### src/rtl/shc_pkg.sv
// Package: shared constants and types of the shadow commit bank.
// Assumes a 32-bit-or-wider register data path so control bit 16 exists.
package shc_pkg;
    // Register addresses
    localparam int REG_CTRL   = 0;
    localparam int REG_BASE   = 1;
    localparam int REG_STRIDE = 2;

    // Control register bit positions
    localparam int CTRL_EN_BIT   = 0;
    localparam int CTRL_OPT_LSB  = 8;
    localparam int CTRL_LOAD_BIT = 15;
    localparam int CTRL_ACT_BIT  = 16;

    // Load point selection codes
    typedef enum logic [1:0] {
        LP_DE_FALL = 2'b00,
        LP_VSYNC   = 2'b01,
        LP_BPORCH  = 2'b10,
        LP_RSVD    = 2'b11
    } lp_sel_e;
endpackage

### src/rtl/shc_regfile.sv
// Module: shadow register file with the self-clearing load request.
// Holds the software-visible shadow settings and serves reads.
// Assumes commit is a single-cycle strobe from the active stage.
module shc_regfile
    import shc_pkg::*;
#(
    parameter int AW       = 2,
    parameter int DW       = 32,
    parameter int BASE_W   = 32,
    parameter int STRIDE_W = 16
) (
    input  logic                clk,
    input  logic                rst_n,
    input  logic                wr_en,
    input  logic [AW-1:0]       wr_addr,
    input  logic [DW-1:0]       wr_data,
    input  logic [AW-1:0]       rd_addr,
    output logic [DW-1:0]       rd_data,
    input  logic                commit,
    input  logic                act_en,
    output logic                sh_en,
    output lp_sel_e             sh_opt,
    output logic [BASE_W-1:0]   sh_base,
    output logic [STRIDE_W-1:0] sh_stride,
    output logic                load_req
);
    logic wr_ctrl;
    assign wr_ctrl = wr_en && (wr_addr == AW'(REG_CTRL));

    // Capture software writes into the shadow copy
    always_ff @(posedge clk) begin
        if (!rst_n) begin
            sh_en     <= 1'b0;
            sh_opt    <= LP_DE_FALL;
            sh_base   <= '0;
            sh_stride <= '0;
        end else if (wr_en) begin
            if (wr_addr == AW'(REG_CTRL)) begin
                sh_en  <= wr_data[CTRL_EN_BIT];
                sh_opt <= lp_sel_e'(wr_data[CTRL_OPT_LSB +: 2]);
            end
            if (wr_addr == AW'(REG_BASE))
                sh_base <= wr_data[BASE_W-1:0];
            if (wr_addr == AW'(REG_STRIDE))
                sh_stride <= wr_data[STRIDE_W-1:0];
        end
    end

    // Load request: set by software, cleared by a commit, set wins
    always_ff @(posedge clk) begin
        if (!rst_n)
            load_req <= 1'b0;
        else if (wr_ctrl && wr_data[CTRL_LOAD_BIT])
            load_req <= 1'b1;
        else if (commit)
            load_req <= 1'b0;
    end

    // Read multiplexer over the shadow copy plus active enable status
    always_comb begin
        rd_data = '0;
        if (rd_addr == AW'(REG_CTRL)) begin
            rd_data[CTRL_EN_BIT]           = sh_en;
            rd_data[CTRL_OPT_LSB +: 2]     = sh_opt;
            rd_data[CTRL_LOAD_BIT]         = load_req;
            rd_data[CTRL_ACT_BIT]          = act_en;
        end else if (rd_addr == AW'(REG_BASE)) begin
            rd_data = DW'(sh_base);
        end else if (rd_addr == AW'(REG_STRIDE)) begin
            rd_data = DW'(sh_stride);
        end
    end
endmodule

### src/rtl/shc_event_sel.sv
// Module: picks the frame-boundary load point from the timing events.
// Assumes each event is a single-cycle pulse from the timing generator.
module shc_event_sel
    import shc_pkg::*;
(
    input  lp_sel_e sel,
    input  logic    ev_de_fall,
    input  logic    ev_vsync,
    input  logic    ev_bporch,
    output logic    load_pt
);
    // Route the chosen event; the reserved code falls back to front porch
    always_comb begin
        unique case (sel)
            LP_VSYNC:  load_pt = ev_vsync;
            LP_BPORCH: load_pt = ev_bporch;
            default:   load_pt = ev_de_fall;
        endcase
    end
endmodule

### src/rtl/shc_active.sv
// Module: active settings and the per-frame pulses.
// Copies the shadow values when the load point meets an armed request.
// Assumes load_pt is a one-cycle strobe.
module shc_active #(
    parameter int BASE_W   = 32,
    parameter int STRIDE_W = 16
) (
    input  logic                clk,
    input  logic                rst_n,
    input  logic                load_pt,
    input  logic                load_req,
    input  logic                sh_en,
    input  logic [BASE_W-1:0]   sh_base,
    input  logic [STRIDE_W-1:0] sh_stride,
    output logic                commit,
    output logic                act_en,
    output logic [BASE_W-1:0]   act_base,
    output logic [STRIDE_W-1:0] act_stride,
    output logic                fifo_clr,
    output logic                fetch_start
);
    logic next_en;
    assign commit  = load_pt && load_req;
    assign next_en = commit ? sh_en : act_en;

    // Transfer shadow to active on a commit
    always_ff @(posedge clk) begin
        if (!rst_n) begin
            act_en     <= 1'b0;
            act_base   <= '0;
            act_stride <= '0;
        end else if (commit) begin
            act_en     <= sh_en;
            act_base   <= sh_base;
            act_stride <= sh_stride;
        end
    end

    // Issue the FIFO clear and fetch start pulses at each load point
    always_ff @(posedge clk) begin
        if (!rst_n) begin
            fifo_clr    <= 1'b0;
            fetch_start <= 1'b0;
        end else begin
            fifo_clr    <= load_pt;
            fetch_start <= load_pt && next_en;
        end
    end
endmodule

### src/rtl/dma_shadow_commit.sv
// Module: top of the frame-synchronized DMA settings bank.
// Wires the shadow register file, the load point selector and the
// active stage. Assumes timing events are synchronous to clk.
module dma_shadow_commit
    import shc_pkg::*;
#(
    parameter int AW       = 2,
    parameter int DW       = 32,
    parameter int BASE_W   = 32,
    parameter int STRIDE_W = 16
) (
    input  logic                clk,
    input  logic                rst_n,
    input  logic                wr_en,
    input  logic [AW-1:0]       wr_addr,
    input  logic [DW-1:0]       wr_data,
    input  logic [AW-1:0]       rd_addr,
    output logic [DW-1:0]       rd_data,
    input  logic                ev_de_fall,
    input  logic                ev_vsync,
    input  logic                ev_bporch,
    output logic                act_en,
    output logic [BASE_W-1:0]   act_base,
    output logic [STRIDE_W-1:0] act_stride,
    output logic                fifo_clr,
    output logic                fetch_start
);
    logic                sh_en;
    lp_sel_e             sh_opt;
    logic [BASE_W-1:0]   sh_base;
    logic [STRIDE_W-1:0] sh_stride;
    logic                load_req;
    logic                load_pt;
    logic                commit;

    shc_regfile #(
        .AW(AW), .DW(DW), .BASE_W(BASE_W), .STRIDE_W(STRIDE_W)
    ) u_regs (
        .clk(clk), .rst_n(rst_n),
        .wr_en(wr_en), .wr_addr(wr_addr), .wr_data(wr_data),
        .rd_addr(rd_addr), .rd_data(rd_data),
        .commit(commit), .act_en(act_en),
        .sh_en(sh_en), .sh_opt(sh_opt), .sh_base(sh_base),
        .sh_stride(sh_stride), .load_req(load_req)
    );

    shc_event_sel u_sel (
        .sel(sh_opt), .ev_de_fall(ev_de_fall), .ev_vsync(ev_vsync),
        .ev_bporch(ev_bporch), .load_pt(load_pt)
    );

    shc_active #(
        .BASE_W(BASE_W), .STRIDE_W(STRIDE_W)
    ) u_act (
        .clk(clk), .rst_n(rst_n),
        .load_pt(load_pt), .load_req(load_req),
        .sh_en(sh_en), .sh_base(sh_base), .sh_stride(sh_stride),
        .commit(commit), .act_en(act_en), .act_base(act_base),
        .act_stride(act_stride), .fifo_clr(fifo_clr),
        .fetch_start(fetch_start)
    );
endmodule

### config.mk
export PLATFORM = sky130hd
export DESIGN_NAME = dma_shadow_commit
export DESIGN_NICKNAME = d
export VERILOG_FILES = /design/src/rtl/shc_pkg.sv /design/src/rtl/shc_regfile.sv /design/src/rtl/shc_event_sel.sv /design/src/rtl/shc_active.sv /design/src/rtl/dma_shadow_commit.sv
export SDC_FILE = /design/constraint.sdc
export NUM_CORES = 1
export LEC_CHECK = 0
export ABC_AREA = 1
export BUFFER_PORTS_ARGS = -buffer_cell sky130_fd_sc_hd__buf_2
export CAP_MARGIN = 30
export CORE_AREA = 3 3 123 125
export DETAILED_ROUTE_END_ITERATION = 10
export DIE_AREA = 0 0 126 128
export SLEW_MARGIN = 25
export SYNTH_ARGS = -nofsm -noshare
export SYNTH_HDL_FRONTEND = slang
export SYNTH_SLANG_ARGS = --single-unit
### constraint.sdc
create_clock -name clk -period 2.83 [get_ports clk]
set_input_delay 0.566 -clock clk [delete_from_list [all_inputs] [get_ports clk]]
set_output_delay 0.566 -clock clk [all_outputs]
set_load 0.02 [all_outputs]
==> metrics.txt, run 1 <==
status finished, final reports clean; most common cell after layout, fill and taps aside buf_2; Final Hold Fails 0; Critical Path AT 1.84 ns; setup ws final about 0.42 ns; Starting DRT DRC Count 135; Synth top area share 49.1%; GPL Wtd Cong 0.764; met2 Resource Use GR 22.6%; Final TNS setup 0 ns; postcts setup bufs 0; buffers added on ports 124; Final min period approximately 2.4 ns; Peak VDD IR 0.000274 V; final net count 754; Max H-tree Level 3; Post-Synthesis Cells 600; HP Class flop to flop; Vias/cell roughly 4.3; Layout fillers 1562; CTS tree built; total grt overflow 0; clock slew at reported path FFs 0.06 ns; Die H between 100 and 150 um; worst slew pin tran between 0.7 and 0.8 ns; WHS Endpoint u_regs.sh_stride[0]; Unique masters post-synth 19; dpl ws around 0.4 ns; clock tree buffer depth 2; Hold WS roughly 0.47 ns; # IOs approximately 130; TritonCTS Buffers 9; Initial Utilization a little under a third; Leak roughly 2.8 nW; core area 14000 um2; hold_buf cts 0; wire length per cell 12.6 um; Crit path top cell by count buf_2; Yosys reg bits 103; Startpoint Class primary input; vias in the first global route about 3500; commonest non-fill, non-tap cells in the layout buf_2, nor2_1, inv_1, nand2_1, dfxtp_1; Peak Freq between 0.4 and 0.5 GHz; GRT met3 Usage approximately 5.6%; Syn Area/Cell around 7 um2; Max Transition Viols Final 0; CTS sink cnt about 100; Area Growth Syn to Fin 24.8%; CP max-delay cell nand2_1; Antenna Cells 0; via count ~3800; Ys Warns 0; Final setup viols 0; worst r2r dst u_act.act_stride[7]; cells along the critical path buf_2 -> inv_1 -> nand2_1 -> buf_4 -> o22ai_1 -> buf_2; Final Cycle Share 85.0%; Worst Hold Launch u_regs.sh_stride[0]; global-route wire length before repair approximately 18000 um; leading area contributor after synthesis dfxtp_1; Max-slew headroom roughly 50%; Final Skew about 0.0073 ns; Syn Std Cell Area between 4000 and 5000 um2; dpl hpwl 7940 um; root buf cell clkbuf_16; Top delay family on crit path buffers and inverters; r2r setup slk between 0.9 and 1 ns; post-synthesis sequential area ratio 49.1%; post-route ant nets 0; Design Power 2.98 mW; unrepaired setup endpoints after global routing false; Overall Global Routing Usage 14.3%; pwr dens between 500 and 600 nW/um2; GR Util met1 18.0%; CP peak stage delay 0.43 ns; worst path bufs/invs 4; post-cts resize count 0; Die X between 100 and 150 um; top cells by area, synth dfxtp_1, nor2_1, inv_1; clk_lat worst skew ~0.35 ns; Die Area between 15000 and 20000 um2; TritonRoute pass-1 iters 4; r2r worst-path depth 7; R2R Path Start u_regs.sh_opt[0]; pin count of the biggest net entering global routing around 70; # rows 43; Mapped Nets roughly 640; max cap viols 0; Worst Path Max Fanout 17; antenna violations before repair 0; DRC violations left 0; Setup CP Type primary input to output pin; Worst Path Required around 2.3 ns; final WL between 10000 and 15000 um; Top Usage Layer GRT met2; CP endpoint kind output pin; layout cells sized above 1 roughly a fifth; Critical Path Stages 6; worst hold stages 2
## worst max-delay path by stage
| stage | startpoint | end | slack, ns |
|---|---|---|---|
| floorplan | rd_addr[1] | rd_data[8] | 1.01 |
| global placement | rd_addr[1] | rd_data[20] | 0.43 |
| detailed placement | rd_addr[1] | rd_data[20] | 0.40 |
| CTS | rd_addr[1] | rd_data[20] | 0.38 |
| global route | rd_addr[1] | rd_data[30] | 0.29 |
| finish | rd_addr[1] | rd_data[12] | 0.42 |
## cells in the mapped netlist
master,instances
nand4_1,2
inv_1,109
nand3_1,3
clkbuf_2,1
o22ai_1,13
nor2_1,114
o221ai_1,4
buf_2,12
ha_1,2
inv_2,1
a21oi_1,52
nand2_1,109
buf_6,4
o21ai_1,17
o21ai_0,34
clkbuf_1,16
nand3_2,3
dfxtp_1,103
buf_1,1
## through the flow
step / area, um2 / util [%] / std cells
floorplan: 4200 / - / 600
global placement: 4970 / 35.6 / 879
detailed placement: 4970 / 35.6 / 879
CTS: 5240 / 37.5 / 893
global route: 5240 / 37.5 / 893
finish: 5240 / 37.5 / 893
## worst reg2reg max path: cells and delay by family (launching register included)
family                     cells  cell delay [ns]
adders and majority gates      1             0.31
buffers and inverters          2             0.41
DFF                            1             0.34
and+or+nand+nor                4             0.77
## sequential cells by signal, summed over array words and instances, names as in the netlist
signal	flops
u_regs.sh_stride	16
u_regs.sh_en	1
u_regs.load_req	1
u_act.act_base	32
u_regs.sh_opt	2
u_act.fetch_start	1
u_act.act_en	1
u_regs.sh_base	32
u_act.act_stride	16
u_act.fifo_clr	1
## report_power, final
part | leakage (nW) | switching (mW) | internal (mW) | total, mW
logic | 1.80 | 0.196 | 0.103 | 0.299
clock network | 0.132 | 0.515 | 0.634 | 1.15
registers | 0.838 | 0.0280 | 1.51 | 1.53
total | 2.77 | 0.739 | 2.24 | 2.98
## area by class of cell
class,instances,area (um2),area share (%)
sequential,103,2060,39.4
multi-input combinational,353,1560,29.8
timing repair buffer,133,716,13.7
inverter,110,413,7.88
clock buffer,13,260,4.97
tap,180,225,4.30
clock inverter,1,5.00,0.0955
## metal layers
| layer | vias to the layer above | share of wire (%) |
|---|---|---|
| met2 | 99 | 45 |
| met1 | 1639 | 46 |
| met3 | 13 | 7.5 |
| met5 | - | 0 |
| met4 | 0 | 1.4 |
| li1 | 2050 | - |
## logic make-up after synthesis
group                      after synthesis  share of synthesized area (%)
adders and majority gates                2                          0.596
DFF                                    103                           49.1
buffers and inverters                  144                           14.0
AOI/OAI and AO/OA                      120                           15.0
and+or+nand+nor                        231                           21.3
Note: power is estimated with default switching activity, not from simulation.
==> run 2: changes to the inputs <==
Settings changed: MAX_ROUTING_LAYER set to met4, REMOVE_ABC_BUFFERS set to 1, SLEW_MARGIN 25 to unset.
==> run 2 against run 1 <==
Global-route usage fell by 0.85 points; highest routed layer unchanged; critical endpoint is now rd_data[10]; utilization rose by 0.36 points; design area rose by 0.95%; wire length fell by 7.4%; largest power group unchanged; clock power rose by 12%; sequential power barely moved; register-to-register slack got worse by 0.02 ns; clock skew fell by 0.0016 ns; fmax rose by 11%; final cell count rose by 0.11%.
==> metrics.txt, run 2 (synthesized netlist as in run 1, its figures left out) <==
Starting DRT DRC Count 191 (was 135); worst r2r dst u_act.act_stride[6] (was u_act.act_stride[7]); hold_buf cts 0 (unchanged); Final Skew 0.00575 ns (was 0.00732 ns); Worst Path Max Fanout 10 (was 17); pin count of the biggest net entering global routing 102 (was 68); Max-slew headroom 69.5% (was 49.0%); Vias/cell 4.29 (was 4.26); TritonCTS Buffers 9 (unchanged); Setup CP Type primary input to output pin (unchanged); via count 3831 (was 3801); status finished, final reports clean (unchanged); CP endpoint kind output pin (unchanged); HP Class flop to flop (unchanged); WHS Endpoint u_regs.sh_base[11] (was u_regs.sh_stride[0]); clk_lat worst skew 0.35 ns (about the same); DRC violations left 0 (unchanged); post-cts resize count 0 (unchanged); final core utilization 37.8% (was 37.5%); Startpoint Class primary input (unchanged); biggest regs u_act.act_base (32), u_regs.sh_base (32) (unchanged); layout cells sized above 1 20.9% (about the same); buffers added on ports 124 (unchanged); Die Area 16100 um2 (unchanged); Worst Path Required 2.26 ns (about the same); pwr dens 589 nW/um2 (was 569 nW/um2); worst hold stages 2 (unchanged); final net count 751 (was 754); GPL Wtd Cong 0.781 (was 0.764); Final min period 2.17 ns (was 2.41 ns); Final setup viols 0 (unchanged); post-route ant nets 0 (unchanged); Critical Path AT 1.61 ns (was 1.84 ns); core area 14000 um2 (unchanged); most common cell after layout, fill and taps aside buf_2 (unchanged); Max H-tree Level 3 (unchanged); dpl hpwl 6680 um (was 7940 um); antenna violations before repair 2 (was 0); Final Non-Filler Cells 894 (was 893); CTS sink cnt 103 (unchanged); # IOs 125 (unchanged); global-route wire length before repair 16800 um (was 18100 um); r2r setup slk 0.89 ns (was 0.91 ns); dpl cells 876 (was 879); Final TNS setup 0 ns (unchanged); Max Transition Viols Final 0 (unchanged); unrepaired setup endpoints after global routing false (unchanged); Final Cycle Share 76.8% (was 85.0%); TritonRoute pass-1 iters 4 (unchanged); CTS tree built (unchanged); Initial Utilization 30.0% (unchanged); Die H 128 um (unchanged); # rows 43 (unchanged); Overall Global Routing Usage 13.4% (was 14.3%); r2r worst-path depth 8 (was 7); total grt overflow 0 (unchanged); root buf cell clkbuf_16 (unchanged); clock slew at reported path FFs 0.07 ns (was 0.06 ns); Worst Hold Launch u_regs.sh_base[11] (was u_regs.sh_stride[0]); Die X 126 um (unchanged); vias in the first global route 3425 (was 3527); commonest non-fill, non-tap cells in the layout buf_2, nor2_1, inv_1, nand2_1, dfxtp_1 (unchanged); Peak VDD IR 0.000267 V (was 0.000274 V); Peak Freq 0.460 GHz (was 0.416 GHz); postcts setup bufs 0 (unchanged); R2R Path Start u_regs.sh_opt[0] (unchanged); wire length per cell 11.7 um (was 12.6 um); Leak 2.79 nW (was 2.77 nW); worst slew pin tran 0.457 ns (was 0.762 ns); clock tree buffer depth 2 (unchanged); final WL 10400 um (was 11300 um); Area Growth Syn to Fin 25.9% (was 24.8%); max cap viols 0 (unchanged); Final Hold Fails 0 (unchanged)
run 2: cell count changes in the layout (fill, tap and decap cells not counted), sizes merged:
cell,before,now
diode,0,2
clkinv,1,2
bufinv,0,1
buf,133,130
run 2: metal layers:
| metal | global-route usage, % | share of wire, % | vias to the layer above |
|---|---|---|---|
| met5 | - | 0 | - |
| met4 | 4.54 | 1.3 | 0 |
| met3 | 4.38 | 6.7 | 11 |
| met2 | 19.2 | 42 | 99 |
| met1 | 17.8 | 50 | 1677 |
| li1 | - | - | 2044 |
run 2: how the worst max path moves through the flow:
stage	slack, ns	startpoint	endpoint
after floorplan	0.59	u_regs.sh_opt[0]	u_act.act_base[0]
after global placement	0.69	rd_addr[0]	rd_data[15]
after detailed placement	0.67	rd_addr[0]	rd_data[15]
after CTS	0.66	rd_addr[0]	rd_data[15]
after global routing	0.56	rd_addr[0]	rd_data[15]
final	0.66	rd_addr[0]	rd_data[10]
run 2: critical path: stages:
cell and delay [ns]:
buf_2 0.11, inv_1 0.04, nand2_1 0.21, buf_4 0.29, o22ai_1 0.19, buf_2 0.20
run 2: per-stage QoR:
step	worst slack (ns)	hold slack (ns)	instance area, um2	total power [mW]
6_report	0.655	0.468	5290	3.12
5_1_grt	0.564	0.493	5290	3.27
4_1_cts	0.660	0.471	5290	3.17
3_5_place_dp	0.666	0.461	4970	1.87
3_3_place_gp	0.692	0.461	4970	1.87
2_1_floorplan	0.592	0.437	4030	1.73
run 2: report_power, final:
group	switching, mW	internal [mW]	total (mW)
Combinational	0.195	0.103	0.299
Sequential	0.0269	1.51	1.53
Clock	0.530	0.756	1.29
run 2: cell type report:
type / instances / area, um2
Fill cell: 1509 / 8700
Sequential cell: 103 / 2060
Multi-Input combinational cell: 353 / 1560
Timing Repair Buffer: 130 / 716
Inverter: 110 / 413
Clock buffer: 13 / 270
Tap cell: 180 / 225
Clock inverter: 3 / 40.0
Antenna cell: 2 / 5.00
==> run 3: changes to the inputs <==
Settings changed: ABC_AREA 1 to 0, CORE_AREA 3 3 123 125 to 3 3 124 126, DIE_AREA 0 0 126 128 to 0 0 127 129.
Clock period 2.83 ns to 2.1 ns, I/O delays scaled along.
==> run 3 against run 2 <==
Global-route usage up 1.1 points; highest routed layer unchanged; critical path depth did not move; die area rose by 1.6%; largest power group unchanged.
==> metrics.txt, run 3 <==
status finished, final reports clean (unchanged); global-route wire length before repair 18100 um (was 16800 um); pwr dens 772 nW/um2 (was 589 nW/um2); Setup CP Type flop to flop (was primary input to output pin); Final Hold Fails 0 (unchanged); worst hold stages 3 (was 2); Final Non-Filler Cells 802 (was 894); Async SR Flop Fraction 0% (unchanged); Crit. Startpoint u_regs.sh_opt[0] (was rd_addr[0]); worst path bufs/invs 2 (was 4); dpl hpwl 7900 um (was 6680 um); commonest non-fill, non-tap cells in the layout nand2_1, buf_2, dfxtp_1, mux2i_1, a21boi_1 (was buf_2, nor2_1, inv_1, nand2_1, dfxtp_1); wire length per cell 14.2 um (was 11.7 um); worst slew pin tran 0.479 ns (was 0.457 ns); Leak 2.27 nW (was 2.79 nW); layout cells sized above 1 26.2% (was 20.9%); Overall Global Routing Usage 14.5% (was 13.4%); # rows 44 (was 43); Startpoint Class flop (was primary input); most frequent cells after synthesis nand2_1, dfxtp_1, mux2i_1, a21boi_1, clkbuf_1 (was nor2_1, inv_1, nand2_1, dfxtp_1, a21oi_1); final net count 657 (was 751); total grt overflow 0 (unchanged); Area Growth Syn to Fin 28.8% (was 25.9%); Max H-tree Level 3 (unchanged); Unique masters post-synth 20 (was 19); HP Class primary input to flop (was flop to flop); Post-Synthesis Cells 497 (was 600); max cap viols 0 (unchanged); CP peak stage delay 0.39 ns (was 0.29 ns); DRC violations left 0 (unchanged); cells along the critical path inv_1 -> ha_1 -> nor2b_1 -> nor3b_4 -> buf_12 -> mux2i_1 (was buf_2 -> inv_1 -> nand2_1 -> buf_4 -> o22ai_1 -> buf_2); Post-synth EDFFs 0 (unchanged); most common cell after layout, fill and taps aside nand2_1 (was buf_2); Design Power 4.28 mW (was 3.12 mW); buffers added on ports 124 (unchanged); Die Area 16400 um2 (was 16100 um2); most common cell in the netlist nand2_1 (was nor2_1); biggest regs u_act.act_base (32), u_regs.sh_base (32) (unchanged); Starting DRT DRC Count 190 (was 191); Hold WS 0.312 ns (was 0.468 ns); Peak VDD IR 0.000458 V (was 0.000267 V); CTS sink cnt 103 (unchanged); pin count of the biggest net entering global routing 51 (was 102); final WL 11400 um (was 10400 um); TritonCTS Buffers 9 (unchanged); Initial Utilization 29.8% (was 30.0%); # IOs 125 (unchanged); Syn Area/Cell 8.66 um2 (was 7.00 um2); Ys Warns 0 (unchanged); clk_lat worst skew 0.34 ns (was 0.35 ns); Yosys reg bits 103 (unchanged); post-cts resize count 0 (unchanged); R2R Path Start u_regs.sh_opt[0] (unchanged); GPL Wtd Cong 0.818 (was 0.781); TritonRoute pass-1 iters 4 (unchanged); Synth top area share 47.9% (was 49.1%); Critical Path AT 2.10 ns (was 1.61 ns); Final Skew 0.00569 ns (was 0.00575 ns); Max-slew headroom 68.1% (was 69.5%); clock slew at reported path FFs 0.07 ns (about the same); vias in the first global route 3566 (was 3425); Antenna Cells 0 (was 2); hold_buf cts 0 (unchanged); Worst Hold Launch wr_data[18] (was u_regs.sh_base[11]); CTS tree built (unchanged); leading area contributor after synthesis dfxtp_1 (unchanged); core area 14400 um2 (was 14000 um2); Final Cycle Share ~88%; unrepaired setup endpoints after global routing false (unchanged); Syn Std Cell Area 4300 um2 (was 4200 um2); clock tree buffer depth 2 (unchanged); Synth Flop Type dfxtp_1 (unchanged); root buf cell clkbuf_16 (unchanged); CP max-delay cell dfxtp_1 (was buf_4); postcts setup bufs 0 (unchanged); antenna violations before repair 0 (was 2); r2r worst-path depth 6 (was 8); Worst Path Required 2.36 ns (was 2.26 ns); dpl cells 786 (was 876); post-route ant nets 0 (unchanged); Critical Path Stages 6 (unchanged); Top delay family on crit path simple AND/OR/NAND/NOR gates (was buffers and inverters); Layout fillers 1489 (was 1509); Final setup viols 0 (unchanged); Vias/cell 4.61 (was 4.29); Worst Path Max Fanout 25 (was 10); Max Transition Viols Final 0 (unchanged); Final min period between 1.5 and 2 ns; Die X 127 um (was 126 um); CP endpoint kind flop (was output pin); post-synthesis sequential area ratio 47.9% (was 49.1%); top cells by area, synth dfxtp_1, nand2_1, mux2i_1 (was dfxtp_1, nor2_1, inv_1); Peak Freq between 0.5 and 0.6 GHz; Die H 129 um (was 128 um); via count 3698 (was 3831)
run 3: changes by cell type after synthesis, sizes merged, moves of 13 or more:
cell | previous run | this run
a21boi | 0 | 49
a21oi | 52 | 0
and2 | 0 | 15
inv | 110 | 2
mux2i | 0 | 58
nand2 | 109 | 199
nor2 | 114 | 1
o21ai | 51 | 5
o22ai | 13 | 0
run 3: worst paths after layout:
path | to | slack [ns]
hold / removal | u_regs.sh_base[18] | 0.31
setup reg to reg | u_act.act_stride[4] | 0.26
setup / recovery | u_act.act_stride[4] | 0.26
hold reg to reg | u_act.act_stride[1] | 0.45
run 3: worst register-to-register path: stages, from the launching register on:
cell and delay (ns):
dfxtp_1 0.39, inv_1 0.06, ha_1 0.31, nor2b_1 0.18
nor3b_4 0.30, buf_12 0.26, mux2i_1 0.25
run 3: layer usage:
layer	global-route usage (%)	share of wire [%]	routed length [um]
met1	17.7	45	5170
met2	23.2	47	5420
met3	3.15	5.3	609
met4	6.18	2.0	231
met5	-	0	0
run 3: cells by family after synthesis:
| group | count (synthesis) | synth area share [%] |
|---|---|---|
| simple gates | 229 | 22.2 |
| buf+inv | 38 | 3.93 |
| flops | 103 | 47.9 |
| fa+ha+maj | 2 | 0.581 |
| compound gates | 67 | 11.9 |
| mux | 58 | 13.5 |
run 3: layout make-up:
cell class	count	area (um2)	area share [%]
Multi-Input combinational cell	356	2090	37.6
Inverter	2	7.51	0.135
Sequential cell	103	2060	37.2
Clock inverter	5	104	1.87
Tap cell	184	230	4.15
Timing Repair Buffer	141	801	14.4
Clock buffer	11	253	4.56
run 3: report_power, final:
| group | total, mW | internal (mW) | switching, mW |
|---|---|---|---|
| clock | 1.96 | 1.23 | 0.733 |
| sequential | 2.01 | 1.99 | 0.0261 |
| combinational | 0.304 | 0.124 | 0.180 |
| total | 4.28 | 3.34 | 0.940 |
run 3: metrics by stage:
step                utilization (%)  worst slack, ns  TNS (ns)  instance area [um2]
global placement               36.0            0.320         0                 5190
global route                   38.4            0.159         0                 5540
finish                         38.4            0.258         0                 5540
floorplan                         -            -1.92    -94.04                 4140
CTS                            38.4            0.221         0                 5540
detailed placement             36.0            0.253         0                 5190
